File: config.mk
export PLATFORM = sky130hd
export DESIGN_NAME = txsup_top
export DESIGN_NICKNAME = d
export VERILOG_FILES = /design/src/rtl/txsup_pkg.sv /design/src/rtl/txsup_clkwatch.sv /design/src/rtl/txsup_irqlog.sv /design/src/rtl/txsup_drvgate.sv /design/src/rtl/txsup_top.sv
export SDC_FILE = /design/constraint.sdc
export NUM_CORES = 1
export LEC_CHECK = 0
export BUFFER_PORTS_ARGS = -buffer_cell sky130_fd_sc_hd__buf_2
export CAP_MARGIN = 20
export CORE_UTILIZATION = 55
export DETAILED_ROUTE_END_ITERATION = 8
export PLACE_DENSITY = 0.86
export SLEW_MARGIN = 20
export SYNTH_ARGS = -nofsm -noshare
export SYNTH_HDL_FRONTEND = slang
export SYNTH_SLANG_ARGS = --single-unit
File: constraint.sdc
create_clock -name clk -period 2.3 [get_ports clk]
set_input_delay 0.115 -clock clk [delete_from_list [all_inputs] [get_ports clk]]
set_output_delay 0.115 -clock clk [all_outputs]
set_load 0.02 [all_outputs]
File: src/rtl/txsup_pkg.sv
package txsup_pkg;

    localparam int NUM_CH      = 4;
    localparam int STUCK_LIMIT = 70;

    // Reason a driver is held off, highest priority first
    typedef enum logic [2:0] {
        OFF_NONE    = 3'd0,
        OFF_MCLK    = 3'd1,
        OFF_GLOBAL  = 3'd2,
        OFF_CHAN    = 3'd3,
        OFF_PWRDN   = 3'd4,
        OFF_CLKLOSS = 3'd5
    } off_cause_e;

    typedef struct packed {
        logic hiz;
        logic pwrdn;
        logic rloop;
        logic intpat;
    } ch_ctrl_t;

    function automatic off_cause_e pick_cause(
        input logic     mclk_ok,
        input logic     glb_hold,
        input ch_ctrl_t c,
        input logic     lost
    );
        off_cause_e r;
        if (!mclk_ok)                            r = OFF_MCLK;
        else if (glb_hold)                       r = OFF_GLOBAL;
        else if (c.hiz)                          r = OFF_CHAN;
        else if (c.pwrdn)                        r = OFF_PWRDN;
        else if (lost && !(c.rloop || c.intpat)) r = OFF_CLKLOSS;
        else                                     r = OFF_NONE;
        return r;
    endfunction

endpackage

File: src/rtl/txsup_clkwatch.sv
module txsup_clkwatch #(
    parameter int STUCK_LIMIT = txsup_pkg::STUCK_LIMIT
) (
    input  logic clk,
    input  logic rst,
    input  logic tclk_async,
    output logic lost
);
    localparam int CNT_W = $clog2(STUCK_LIMIT + 2);

    logic             s1, s2, s3;
    logic [CNT_W-1:0] cnt;
    logic             edge_seen;

    assign edge_seen = s2 ^ s3;

    always_ff @(posedge clk) begin
        if (rst) begin
            s1  <= 1'b0;
            s2  <= 1'b0;
            s3  <= 1'b0;
            cnt <= '0;
        end else begin
            s1 <= tclk_async;
            s2 <= s1;
            s3 <= s2;
            if (edge_seen)
                cnt <= '0;
            else if (cnt <= CNT_W'(STUCK_LIMIT))
                cnt <= cnt + 1'b1;
        end
    end

    assign lost = (cnt > CNT_W'(STUCK_LIMIT));


    cnt_sat_chk: assert property (@(posedge clk) disable iff (rst)
        cnt <= CNT_W'(STUCK_LIMIT + 1));


    lost_set_chk: assert property (@(posedge clk) disable iff (rst)
        (cnt == CNT_W'(STUCK_LIMIT) && !edge_seen) |=> lost);


    lost_clear_chk: assert property (@(posedge clk) disable iff (rst)
        edge_seen |=> !lost);

endmodule

File: src/rtl/txsup_irqlog.sv
module txsup_irqlog #(
    parameter int NUM_CH = txsup_pkg::NUM_CH
) (
    input  logic              clk,
    input  logic              rst,
    input  logic [NUM_CH-1:0] lost,
    input  logic [NUM_CH-1:0] mask,
    input  logic [NUM_CH-1:0] clr,
    output logic [NUM_CH-1:0] flag,
    output logic              irq
);
    logic [NUM_CH-1:0] lost_q;
    logic [NUM_CH-1:0] lost_rise;

    assign lost_rise = lost & ~lost_q;

    always_ff @(posedge clk) begin
        if (rst) begin
            lost_q <= '0;
            flag   <= '0;
        end else begin
            lost_q <= lost;
            flag   <= (flag & ~clr) | lost_rise;
        end
    end

    assign irq = |(flag & ~mask);

    for (genvar i = 0; i < NUM_CH; i++) begin : g_chk

        flag_set_chk: assert property (@(posedge clk) disable iff (rst)
            (lost[i] && !lost_q[i]) |=> flag[i]);

        flag_hold_chk: assert property (@(posedge clk) disable iff (rst)
            (flag[i] && !clr[i]) |=> flag[i]);
    end

endmodule

File: src/rtl/txsup_drvgate.sv
module txsup_drvgate
    import txsup_pkg::*;
#(
    parameter int NUM_CH = txsup_pkg::NUM_CH
) (
    input  logic                    clk,
    input  logic                    rst,
    input  logic                    mclk_ok,
    input  logic                    glb_hold,
    input  ch_ctrl_t [NUM_CH-1:0]   ctrl,
    input  logic [NUM_CH-1:0]       lost,
    output logic [NUM_CH-1:0]       drv_en
);
    logic [NUM_CH-1:0] en_next;

    for (genvar i = 0; i < NUM_CH; i++) begin : g_ch
        off_cause_e cause;
        always_comb cause = pick_cause(mclk_ok, glb_hold, ctrl[i], lost[i]);
        assign en_next[i] = (cause == OFF_NONE);


        loss_off_chk: assert property (@(posedge clk) disable iff (rst)
            (lost[i] && !ctrl[i].rloop && !ctrl[i].intpat) |=> !drv_en[i]);

        pwrdn_off_chk: assert property (@(posedge clk) disable iff (rst)
            ctrl[i].pwrdn |=> !drv_en[i]);
    end

    always_ff @(posedge clk) begin
        if (rst) drv_en <= '0;
        else     drv_en <= en_next;
    end


    mclk_off_chk: assert property (@(posedge clk) disable iff (rst)
        !mclk_ok |=> (drv_en == '0));


    hold_off_chk: assert property (@(posedge clk) disable iff (rst)
        glb_hold |=> (drv_en == '0));

endmodule

File: src/rtl/txsup_top.sv
module txsup_top
    import txsup_pkg::*;
#(
    parameter int NUM_CH      = txsup_pkg::NUM_CH,
    parameter int STUCK_LIMIT = txsup_pkg::STUCK_LIMIT
) (
    input  logic              clk,
    input  logic              rst,
    input  logic              sw_rst,
    input  logic              mclk_ok,
    input  logic              glb_hold,
    input  logic [NUM_CH-1:0] tclk_in,
    input  logic [NUM_CH-1:0] ch_hiz,
    input  logic [NUM_CH-1:0] ch_pwrdn,
    input  logic [NUM_CH-1:0] ch_rloop,
    input  logic [NUM_CH-1:0] ch_intpat,
    input  logic [NUM_CH-1:0] irq_mask,
    input  logic [NUM_CH-1:0] irq_clr,
    output logic [NUM_CH-1:0] drv_en,
    output logic [NUM_CH-1:0] clk_lost,
    output logic [NUM_CH-1:0] irq_flag,
    output logic              irq
);
    logic                  rst_all;
    ch_ctrl_t [NUM_CH-1:0] ctrl;

    assign rst_all = rst | sw_rst;

    for (genvar i = 0; i < NUM_CH; i++) begin : g_ch
        assign ctrl[i] = '{hiz: ch_hiz[i], pwrdn: ch_pwrdn[i],
                           rloop: ch_rloop[i], intpat: ch_intpat[i]};

        txsup_clkwatch #(.STUCK_LIMIT(STUCK_LIMIT)) u_watch (
            .clk        (clk),
            .rst        (rst_all),
            .tclk_async (tclk_in[i]),
            .lost       (clk_lost[i])
        );
    end

    txsup_irqlog #(.NUM_CH(NUM_CH)) u_irq (
        .clk  (clk),
        .rst  (rst_all),
        .lost (clk_lost),
        .mask (irq_mask),
        .clr  (irq_clr),
        .flag (irq_flag),
        .irq  (irq)
    );

    txsup_drvgate #(.NUM_CH(NUM_CH)) u_gate (
        .clk      (clk),
        .rst      (rst_all),
        .mclk_ok  (mclk_ok),
        .glb_hold (glb_hold),
        .ctrl     (ctrl),
        .lost     (clk_lost),
        .drv_en   (drv_en)
    );


    reset_off_chk: assert property (@(posedge clk)
        rst_all |=> (drv_en == '0 && clk_lost == '0 && irq_flag == '0 && !irq));

endmodule

Yosys cells after proc, flatten, opt, wreduce, memory -nomap -nowiden. Index checks and enable logic that the tools add are counted.

Register bits after elaboration: 52. Output and inout bits: 13. Logic and storage cells: 84.

Add/sub/neg operators: 4. Order comparisons: 8. Multiplexer cells: 20. Bitwise operators: 12. Reduce and logical (&&, ||, !) cells: 21.

Operators by type and width (count): two-way mux 3 bit (20); adder 7 x 1 -> 7 bit (second input constant) (4); greater-than comparator 7 bit (second input constant) (4); less-or-equal comparator 7 bit (second input constant) (4); AND 4 bit (3); logical NOT 3 bit (4); inverter 4 bit (3); OR reduction 2 bit (4); logical AND 1 bit (4); logical NOT 1 bit (4); logical OR 1 bit (4); bitwise OR 4 bit (1); OR reduction 4 bit (1); bitwise XOR 1 bit (4); bitwise OR 1 bit (1).

Longest topological paths before layout. Gate-level depths: netlist (run 1).

Depth in word-level cells: 9. Mapped depth: 6. Gate-level depth less buffers: 6.

Cells and area by module. From an unflattened synthesis (run 1), not the netlist that was laid out.

Cell total of the unflattened synthesis: 227. Area total of the unflattened synthesis: 2267.2 µm².

Modules (own cells, without submodules): txsup_clkwatch (times used 4, cells each 46, area each 450.4 µm², sequential area each 200.2 µm²); txsup_irqlog (times used 1, cells each 29, area each 292.8 µm², sequential area each 160.2 µm²); txsup_drvgate (times used 1, cells each 13, area each 166.4 µm², sequential area each 80.1 µm²); txsup_top (times used 1, cells each 1, area each 6.3 µm², sequential area each 0.0 µm²).

Least setup slack after synthesis (run 1). Ideal clock, no wire load.

Path kind: reg2reg. From: register g_ch[1].u_watch.cnt[3]. To: register u_gate.drv_en[1]. Setup time: 0.100 ns. Arrival: 1.254 ns. Data required time: 2.200 ns. Slack: 0.947 ns. Cell stages (with the launch flop): 5. Path buffers: 0. Clock period less this slack: 1.353 ns. Path through: dfxtp_1 -> or3_1 -> o21ai_2 -> inv_2 -> a2111oi_4.

Cells in the longest elaborated chain, start to end: 8.

RTL lines: start, declared (RTL line txsup_clkwatch.sv:12) `logic [CNT_W-1:0] cnt;`; start signal, assigned (RTL line txsup_clkwatch.sv:30) `cnt <= cnt + 1'b1;`; greater-than comparator 7 bit (RTL line txsup_clkwatch.sv:34) `assign lost = (cnt > CNT_W'(STUCK_LIMIT));`; named net g_ch[1].u_watch.lost (RTL line txsup_clkwatch.sv:7) `output logic lost`; logical AND 1 bit (RTL line txsup_pkg.sv:34) `else if (lost && !(c.rloop || c.intpat)) r = OFF_CLKLOSS;`; two-way mux 3 bit (RTL line txsup_pkg.sv:34); two-way mux 3 bit (RTL line txsup_pkg.sv:33) `else if (c.pwrdn) r = OFF_PWRDN;`; two-way mux 3 bit (RTL line txsup_pkg.sv:32) `else if (c.hiz) r = OFF_CHAN;`; two-way mux 3 bit (RTL line txsup_pkg.sv:31) `else if (glb_hold) r = OFF_GLOBAL;`; two-way mux 3 bit (RTL line txsup_pkg.sv:30) `if (!mclk_ok) r = OFF_MCLK;`; logical NOT 3 bit (RTL line txsup_drvgate.sv:19) `assign en_next[i] = (cause == OFF_NONE);`; end signal, assigned (RTL line txsup_drvgate.sv:31) `else drv_en <= en_next;`; end, declared (RTL line txsup_drvgate.sv:12) `output logic [NUM_CH-1:0] drv_en`.

The timed path passes the listed nets, and every way through them passes these cells. A chain may end at the register's enable or synchronous reset.

Worst setup path after layout (run 1).
From: register g_ch[2].u_watch.cnt[1]. To: register u_gate.drv_en[2].

Cells in the longest elaborated chain, start to end: 8.

RTL lines (RTL line): start, declared (txsup_clkwatch.sv:12); start signal, assigned (txsup_clkwatch.sv:30); greater-than comparator 7 bit (txsup_clkwatch.sv:34); logical AND 1 bit (txsup_pkg.sv:34); two-way mux 3 bit (txsup_pkg.sv:34); two-way mux 3 bit (txsup_pkg.sv:33); two-way mux 3 bit (txsup_pkg.sv:32); two-way mux 3 bit (txsup_pkg.sv:31); two-way mux 3 bit (txsup_pkg.sv:30); logical NOT 3 bit (txsup_drvgate.sv:19).

No other way between the ends.

==> impl_results.md, run 1 <==
- Outcome: complete, no violations
- Kind of start point of the critical path: register
- Worst-case headroom to the max-slew limit: 0.673
- TritonCTS clock tree: done
- Height of the die: 67.7 µm
- Finished Cell Area: 2840 µm²
- Least-Margin Pin Slew: 0.490 ns
- Count of flip-flops with a built-in enable after synthesis: 0
- Clock slew seen by the registers of the worst setup and hold paths: 0.09 ns
- Hold Vio Cnt, Final: 0
- Via count of the first global-routing pass: 1803
- CTS Sinks: 52
- Number of register bits inferred by synthesis: 52
- Global-route wire length before repair: 7640 µm
- Leading cell types by total area after synthesis: sky130_fd_sc_hd__dfxtp_1, sky130_fd_sc_hd__and2_1, sky130_fd_sc_hd__ha_1
- I/O pins: 46
- Core region area: 4060 µm²
- Worst r2r dst: u_gate.drv_en[2]$_SDFF_PP0_
- Grt ovf: 0
- Row Count: 23
- Root Buffer: sky130_fd_sc_hd__clkbuf_8
- Area of the multi-input gates: 1230 µm²
- Fillers: 297
- Cell Area, Placed: 2640 µm²
- CP endpoint kind: register
- Count of warnings emitted by yosys: 0
- Number of inserted diodes: 0
- Layout-stage area growth over the synthesis result: 19.9%
- Fin crit share: 0.917
- Number of violations reported at the end of detailed-routing iteration 0: 133
- Layout cells sized above 1: 0.266
- Via/cell ratio: 5.60
- Placed Cells: 339
- Hold_sp: tclk_in[2]
- Maximum level of the CTS H-tree: 2
- Leading area contributor after synthesis: sky130_fd_sc_hd__dfxtp_1
- Leak: 1.11 nW
- Detailed Routing Iterations Pass 1: 4
- Pin count of the biggest net entering global routing: 16
- Sequential element share of the synthesized area: 0.439
- Half-perimeter wire length after placement: 3240 µm
- Data required time at the worst endpoint: 2.54 ns
- Logic depth of the worst register-to-register path: 6
- Sink of the worst hold path: g_ch[2].u_watch.s1$_SDFF_PP0_
- Maximum VDD drop: 0.410 mV
- Worst reg2reg startpoint: g_ch[2].u_watch.cnt[1]$_SDFFE_PP0P_
- Power per cell area: 592 nW/µm²
- Clock skew after layout: 0.00403 ns
- Startpoint of the worst setup timing path: g_ch[2].u_watch.cnt[1]$_SDFFE_PP0P_
- FF/Latch Area: 1040 µm²
- Final Max Slew Viols: 0
- Routed Antenna Nets: 0
- Die Outline Area: 4580 µm²
- DRC: 0
- Class of the worst hold path: in2reg
- WL/cell: 13.4 µm
- Clock latency on the worst-skew pair: 0.29 ns
- Maximum achievable frequency: 0.474 GHz
- Commonest register cell after synthesis: sky130_fd_sc_hd__dfxtp_1
- Type of the worst setup path: reg2reg
- Minimum clock period after layout: 2.11 ns
- Final Instance Count excl. Fillers: 355
- Initial antenna violation count: 0
- Top-area cell type share of the netlist area: 0.439
- Hold path depth: 2
- Horizontal extent of the die: 67.7 µm
- Nets in the synthesized netlist: 290
- Setup TNS Final: 0 ns
- Count of hold buffers inserted by post-cts repair: 7
- Post-CTS setup buffers: 0
- Global Route Usage Sum: 0.221
- Initial cell density of the core: 0.584
- Overall power consumption: 0.00168 W
- Mean cell area of the mapped netlist: 9.52 µm²
- Overall via count from detail_route: 1989
- Final count of negative-setup-slack endpoints: 0
- Number of cells produced by synthesis: 249
- Share of async-settable or async-resettable flops after synthesis: 0
- Count of cell types in the netlist: 38
- Worst setup slack for register-to-register paths: 0.19 ns
- Setup repair after global routing missed its margin: false
- TritonCTS buffer count: 5
- Nets: 345
- Mapped Area: 2370 µm²
- Maximum clock insertion buffer count: 2
- Endpoint arrival time on the critical path: 2.35 ns
- Max-cap violation count: 0
- Worst-path maximum fanout: 6
- CTS-repair resized insts: 0
- Count of buffers from port buffering: 45
- Gp weighted congestion: 0.820
- Routed wire length: 4750 µm
==> worst max-delay path, stage by stage, from the launching register on <==
cell                            delay [ns]
sky130_fd_sc_hd__dfxtp_1              0.44
sky130_fd_sc_hd__ha_1                 0.23
sky130_fd_sc_hd__and3b_1              0.19
sky130_fd_sc_hd__o21ai_2              0.21
sky130_fd_sc_hd__inv_2                0.10
sky130_fd_sc_hd__a2111oi_2            0.29
sky130_fd_sc_hd__dlygate4sd3_1        0.59
==> how the worst max path moves through the flow <==
stage	to	slack, ns	depth (start not counted)
floorplan	u_gate.drv_en[1]$_SDFF_PP0_	0.95	4
global placement	u_gate.drv_en[2]$_SDFF_PP0_	0.82	5
global route	u_gate.drv_en[3]$_SDFF_PP0_	0.06	6
detailed placement	u_gate.drv_en[1]$_SDFF_PP0_	0.75	4
finish	u_gate.drv_en[2]$_SDFF_PP0_	0.19	6
CTS	u_gate.drv_en[2]$_SDFF_PP0_	0.24	6
==> flip-flops by register name, indices dropped and copies added, names as in the netlist <==
register          flops
g_ch.u_watch.cnt     28
g_ch.u_watch.s1       4
g_ch.u_watch.s2       4
g_ch.u_watch.s3       4
u_gate.drv_en         4
u_irq.flag            4
u_irq.lost_q          4
==> logic make-up (layout without fill, tap and decap cells) <==
kind of cell,count (synthesis),count (layout),synth area share
AOI/OAI and AO/OA,58,58,0.192
xor gates and xnor gates,4,4,0.0148
adders and majority gates,8,8,0.0422
buffers and inverters,24,80,0.0448
DFF,52,52,0.439
muxes,4,4,0.0169
and+or+nand+nor,99,99,0.251
==> through the flow <==
stage	hold slack, ns	setup slack [ns]	utilization
finish	0.0143	0.191	0.701
global route	0.0162	0.0597	0.701
CTS	0.0000947	0.236	0.698
detailed placement	0.283	0.753	0.650
global placement	0.283	0.823	0.650
floorplan	0.179	0.947	-
==> cell usage after synthesis, types with 7 or more instances <==
library cell,instances
sky130_fd_sc_hd__o31ai_1,8
sky130_fd_sc_hd__or3_1,7
sky130_fd_sc_hd__ha_1,8
sky130_fd_sc_hd__nand2_1,8
sky130_fd_sc_hd__nor2_1,17
sky130_fd_sc_hd__dfxtp_1,52
sky130_fd_sc_hd__o21ai_0,8
sky130_fd_sc_hd__nand3_1,12
sky130_fd_sc_hd__a21oi_1,12
sky130_fd_sc_hd__nor3b_1,8
sky130_fd_sc_hd__and2_1,16
sky130_fd_sc_hd__inv_1,12
==> final cells by class <==
| cell class | count | area share |
|---|---|---|
| clock buffer | 7 | 0.0339 |
| timing repair buffer | 56 | 0.115 |
| inverter | 16 | 0.0211 |
| multi-input combinational | 173 | 0.431 |
| sequential | 52 | 0.366 |
| tap | 50 | 0.0220 |
| clock inverter | 1 | 0.0106 |
==> power breakdown <==
part	switching [W]	internal, W
sequential	0.0000104	0.000912
combinational	0.0000483	0.0000513
clock	0.000278	0.000384
total	0.000337	0.00135
==> layout by cell type (no fill, tap or decap), drive strengths merged, types with 7 or more instances in the layout <==
cell type | synthesis | routed
a2111oi | 8 | 8
a21oi | 12 | 12
and2 | 16 | 16
buf | 5 | 48
clkbuf | 3 | 7
dfxtp | 52 | 52
dlygate4sd3 | 0 | 8
ha | 8 | 8
inv | 16 | 16
nand2 | 8 | 8
nand3 | 12 | 12
nor2 | 17 | 17
nor3b | 8 | 8
o21ai | 12 | 12
o31ai | 8 | 8
or3 | 10 | 10
==> routing by layer <==
layer / part of all wire / global-route usage
met1: 0.45 / 0.266
met2: 0.49 / 0.396
met3: 0.049 / 0.0355
met4: 0.012 / 0.0718
met5: 0 / 0
No activity file was read; power rests on OpenSTA's default activity.
==> run 2, diff against run 1 <==
--- a/config.mk
+++ b/config.mk
@@ -7,9 +7,10 @@
 export LEC_CHECK = 0
 export BUFFER_PORTS_ARGS = -buffer_cell sky130_fd_sc_hd__buf_2
 export CAP_MARGIN = 20
-export CORE_UTILIZATION = 55
+export CORE_MARGIN = 8
+export CORE_UTILIZATION = 54
 export DETAILED_ROUTE_END_ITERATION = 8
-export PLACE_DENSITY = 0.86
+export PLACE_DENSITY = 0.85
 export SLEW_MARGIN = 20
 export SYNTH_ARGS = -nofsm -noshare
 export SYNTH_HDL_FRONTEND = slang
==> constraint.sdc (replaced) <==
create_clock -name clk -period 2.2 [get_ports clk]
set_input_delay 0.11 -clock clk [delete_from_list [all_inputs] [get_ports clk]]
set_output_delay 0.11 -clock clk [all_outputs]
set_load 0.02 [all_outputs]
==> run 2 against run 1 <==
Sequential power up 4.6%; largest power group unchanged; worst hold slack worse by 0.0073 ns; count of clock-buffer cells in the layout fell by 2; first-iteration DRC count shrank 42%; sequential cell count unchanged.
==> impl_results.md, run 2 (same netlist as run 1, synthesis figures left out) <==
- Top library cells by usage in the layout, fill and taps aside: sky130_fd_sc_hd__dfxtp_1, sky130_fd_sc_hd__buf_2, sky130_fd_sc_hd__and2_1, sky130_fd_sc_hd__nor2_1
- Maximum clock insertion buffer count: 2 (unchanged)
- Slowest stage delay, CP: 0.58 ns (about the same)
- Routed Antenna Nets: 0 (unchanged)
- Layout cells sized above 1: 0.263 (-0.00242)
- Height of the die: 82.3 µm (+22%)
- Detailed Routing Iterations Pass 1: 4 (unchanged)
- Clock slew seen by the registers of the worst setup and hold paths: 0.09 ns (about the same)
- Hold path depth: 2 (unchanged)
- CTS Sinks: 52 (unchanged)
- Clock skew after layout: 0.00796 ns (+0.00393 ns)
- CP endpoint kind: register
- I/O pins: 46 (unchanged)
- Most common library cell in the layout ignoring fill and taps: sky130_fd_sc_hd__dfxtp_1
- Worst setup slack for register-to-register paths: 0.14 ns (-0.05 ns)
- WL/cell: 13.9 µm (+3.8%)
- Maximum level of the CTS H-tree: 2 (unchanged)
- Leak: 1.10 nW (-0.62%)
- Hold Vio Cnt, Final: 0 (unchanged)
- Core occupancy in the finished layout: 0.661 (-0.0401)
- Number of inserted diodes: 0 (unchanged)
- Initial antenna violation count: 0 (unchanged)
- Max FFs per register: 28 (unchanged)
- DRC: 0 (unchanged)
- Class of the worst hold path: in2reg
- Outcome: complete, no violations
- Setup slack after placement: 0.616 ns (-0.137 ns)
- Worst reg2reg startpoint: g_ch[1].u_watch.cnt[1]$_SDFFE_PP0P_
- Clock latency on the worst-skew pair: 0.30 ns (about the same)
- Overall power consumption: 0.00169 W (+0.36%)
- CP Cell Sequence: ha_1 > and3b_1 > o21ai_2 > inv_2 > a2111oi_4 > dlygate4sd3_1
- Die Outline Area: 6770 µm² (+48%)
- Power per cell area: 595 nW/µm² (+0.58%)
- Logic depth of the worst register-to-register path: 6 (unchanged)
- Fillers: 354 (+19%)
- Biggest register: g_ch.u_watch.cnt
- Worst r2r dst: u_gate.drv_en[1]$_SDFF_PP0_
- Type of the worst setup path: reg2reg
- Endpoint arrival time on the critical path: 2.31 ns (-0.04 ns)
- Global-route wire length before repair: 8550 µm (+12%)
- Hold_sp: tclk_in[3]
- Setup TNS Final: 0 ns (unchanged)
- TritonCTS buffer count: 5 (unchanged)
- Core region area: 4290 µm² (+5.8%)
- Gp weighted congestion: 0.813 (-0.79%)
- Max-cap violation count: 0 (unchanged)
- Initial cell density of the core: 0.552 (-0.0322)
- Kind of start point of the critical path: register
- Fin crit share: 0.936 (+0.0185)
- Final Max Slew Viols: 0 (unchanged)
- Maximum achievable frequency: 0.486 GHz (+2.5%)
- TritonCTS clock tree: done
- Via count of the first global-routing pass: 1975 (+9.5%)
- Root Buffer: sky130_fd_sc_hd__clkbuf_8
- Number of violations reported at the end of detailed-routing iteration 0: 77 (-42%)
- Via/cell ratio: 5.56 (-0.73%)
- Row Count: 24 (+4.3%)
- Half-perimeter wire length after placement: 3620 µm (+12%)
- Final count of negative-setup-slack endpoints: 0 (unchanged)
- Routed wire length: 4940 µm (+4.1%)
- Overall via count from detail_route: 1980 (-0.45%)
- Horizontal extent of the die: 82.3 µm (+22%)
- Minimum clock period after layout: 2.06 ns (-0.0509 ns)
- Least-Margin Pin Slew: 0.508 ns (+0.0179 ns)
- Layout-stage area growth over the synthesis result: 19.7%
- Grt ovf: 0 (unchanged)
- Data required time at the worst endpoint: 2.45 ns (-0.09 ns)
- Worst-case hold slack: 0.00695 ns (-0.00735 ns)
- Final Worst Setup Slack: 0.142 ns (-0.0491 ns)
- Pin count of the biggest net entering global routing: 15 (-1)
- Count of buffers from port buffering: 45 (unchanged)
- Slowest cell on the critical path: sky130_fd_sc_hd__dlygate4sd3_1
- Worst-path maximum fanout: 6 (unchanged)
- Nets: 346 (+0.29%)
- Setup repair after global routing missed its margin: false
- Sink of the worst hold path: g_ch[3].u_watch.s1$_SDFF_PP0_
- Maximum VDD drop: 0.508 mV (+24%)
- Global Route Usage Sum: 0.159 (-0.0629)
- Worst-case headroom to the max-slew limit: 0.661 (-0.0119)
-- run 2: cell types whose count changed in the layout (fill, tap and decap cells not counted) --
cell	delta
sky130_fd_sc_hd__o21ai_4	+1
sky130_fd_sc_hd__dfxtp_1	-1
sky130_fd_sc_hd__clkbuf_8	-2
sky130_fd_sc_hd__dfxtp_2	+1
sky130_fd_sc_hd__o21ai_2	-1
sky130_fd_sc_hd__dlygate4sd3_1	+1
-- run 2: how the worst max path moves through the flow --
stage | to | cells after the start | start
after floorplan | u_gate.drv_en[1]$_SDFF_PP0_ | 4 | g_ch[1].u_watch.cnt[3]$_SDFFE_PP0P_
after global placement | u_gate.drv_en[0]$_SDFF_PP0_ | 4 | sw_rst
after detailed placement | u_gate.drv_en[3]$_SDFF_PP0_ | 4 | sw_rst
after CTS | u_gate.drv_en[3]$_SDFF_PP0_ | 6 | g_ch[3].u_watch.cnt[1]$_SDFFE_PP0P_
after global routing | u_gate.drv_en[2]$_SDFF_PP0_ | 7 | g_ch[2].u_watch.cnt[0]$_SDFFE_PP0P_
final | u_gate.drv_en[1]$_SDFF_PP0_ | 6 | g_ch[1].u_watch.cnt[1]$_SDFFE_PP0P_
-- run 2: worst max-delay path: cells and delay by family, from the launching register on --
family | cells | cell delay [ns]
buffers and inverters | 2 | 0.67
DFF | 1 | 0.43
AOI/OAI and AO/OA | 2 | 0.47
adders and majority gates | 1 | 0.24
and+or+nand+nor | 1 | 0.20
-- run 2: power breakdown --
| group | leakage, nW | internal [W] | switching [W] |
|---|---|---|---|
| Combinational | 0.630 | 0.0000538 | 0.0000487 |
| Clock | 0.0501 | 0.000327 | 0.000296 |
| Sequential | 0.421 | 0.000953 | 0.0000109 |
| Total | 1.10 | 0.00133 | 0.000356 |
-- run 2: area by class of cell --
class                   count  area (µm²)  share of cell area
flip-flops and latches     52        1040               0.367
multi-input cells         173        1230               0.435
inverters                  16        60.1              0.0212
well taps                  52        65.1              0.0229
clock inverters             1        30.0              0.0106
repair buffers             57         338               0.119
clock buffers               5        68.8              0.0243
-- run 2: routing by layer --
layer / track usage / wire length [µm] / vias up
met3: 0.0498 / 405 / 6
met5: 0 / 0 / -
met2: 0.270 / 2240 / 58
met1: 0.186 / 2230 / 904
li1: - / - / 1012
met4: 0.0474 / 65 / 0
-- run 2: timing repair --
action,CTS,global route
hold endpoints to repair,5,0
hold buffers,9,0
resized for setup,0,2
endpoints found under the setup margin,0,1
buffers inserted,0,0
-- run 2: metrics by stage --
step / instances / area (µm²)
global route: 356 / 2840
detailed placement: 341 / 2640
CTS: 356 / 2830
global placement: 341 / 2640
floorplan: 249 / 2370
finish: 356 / 2840
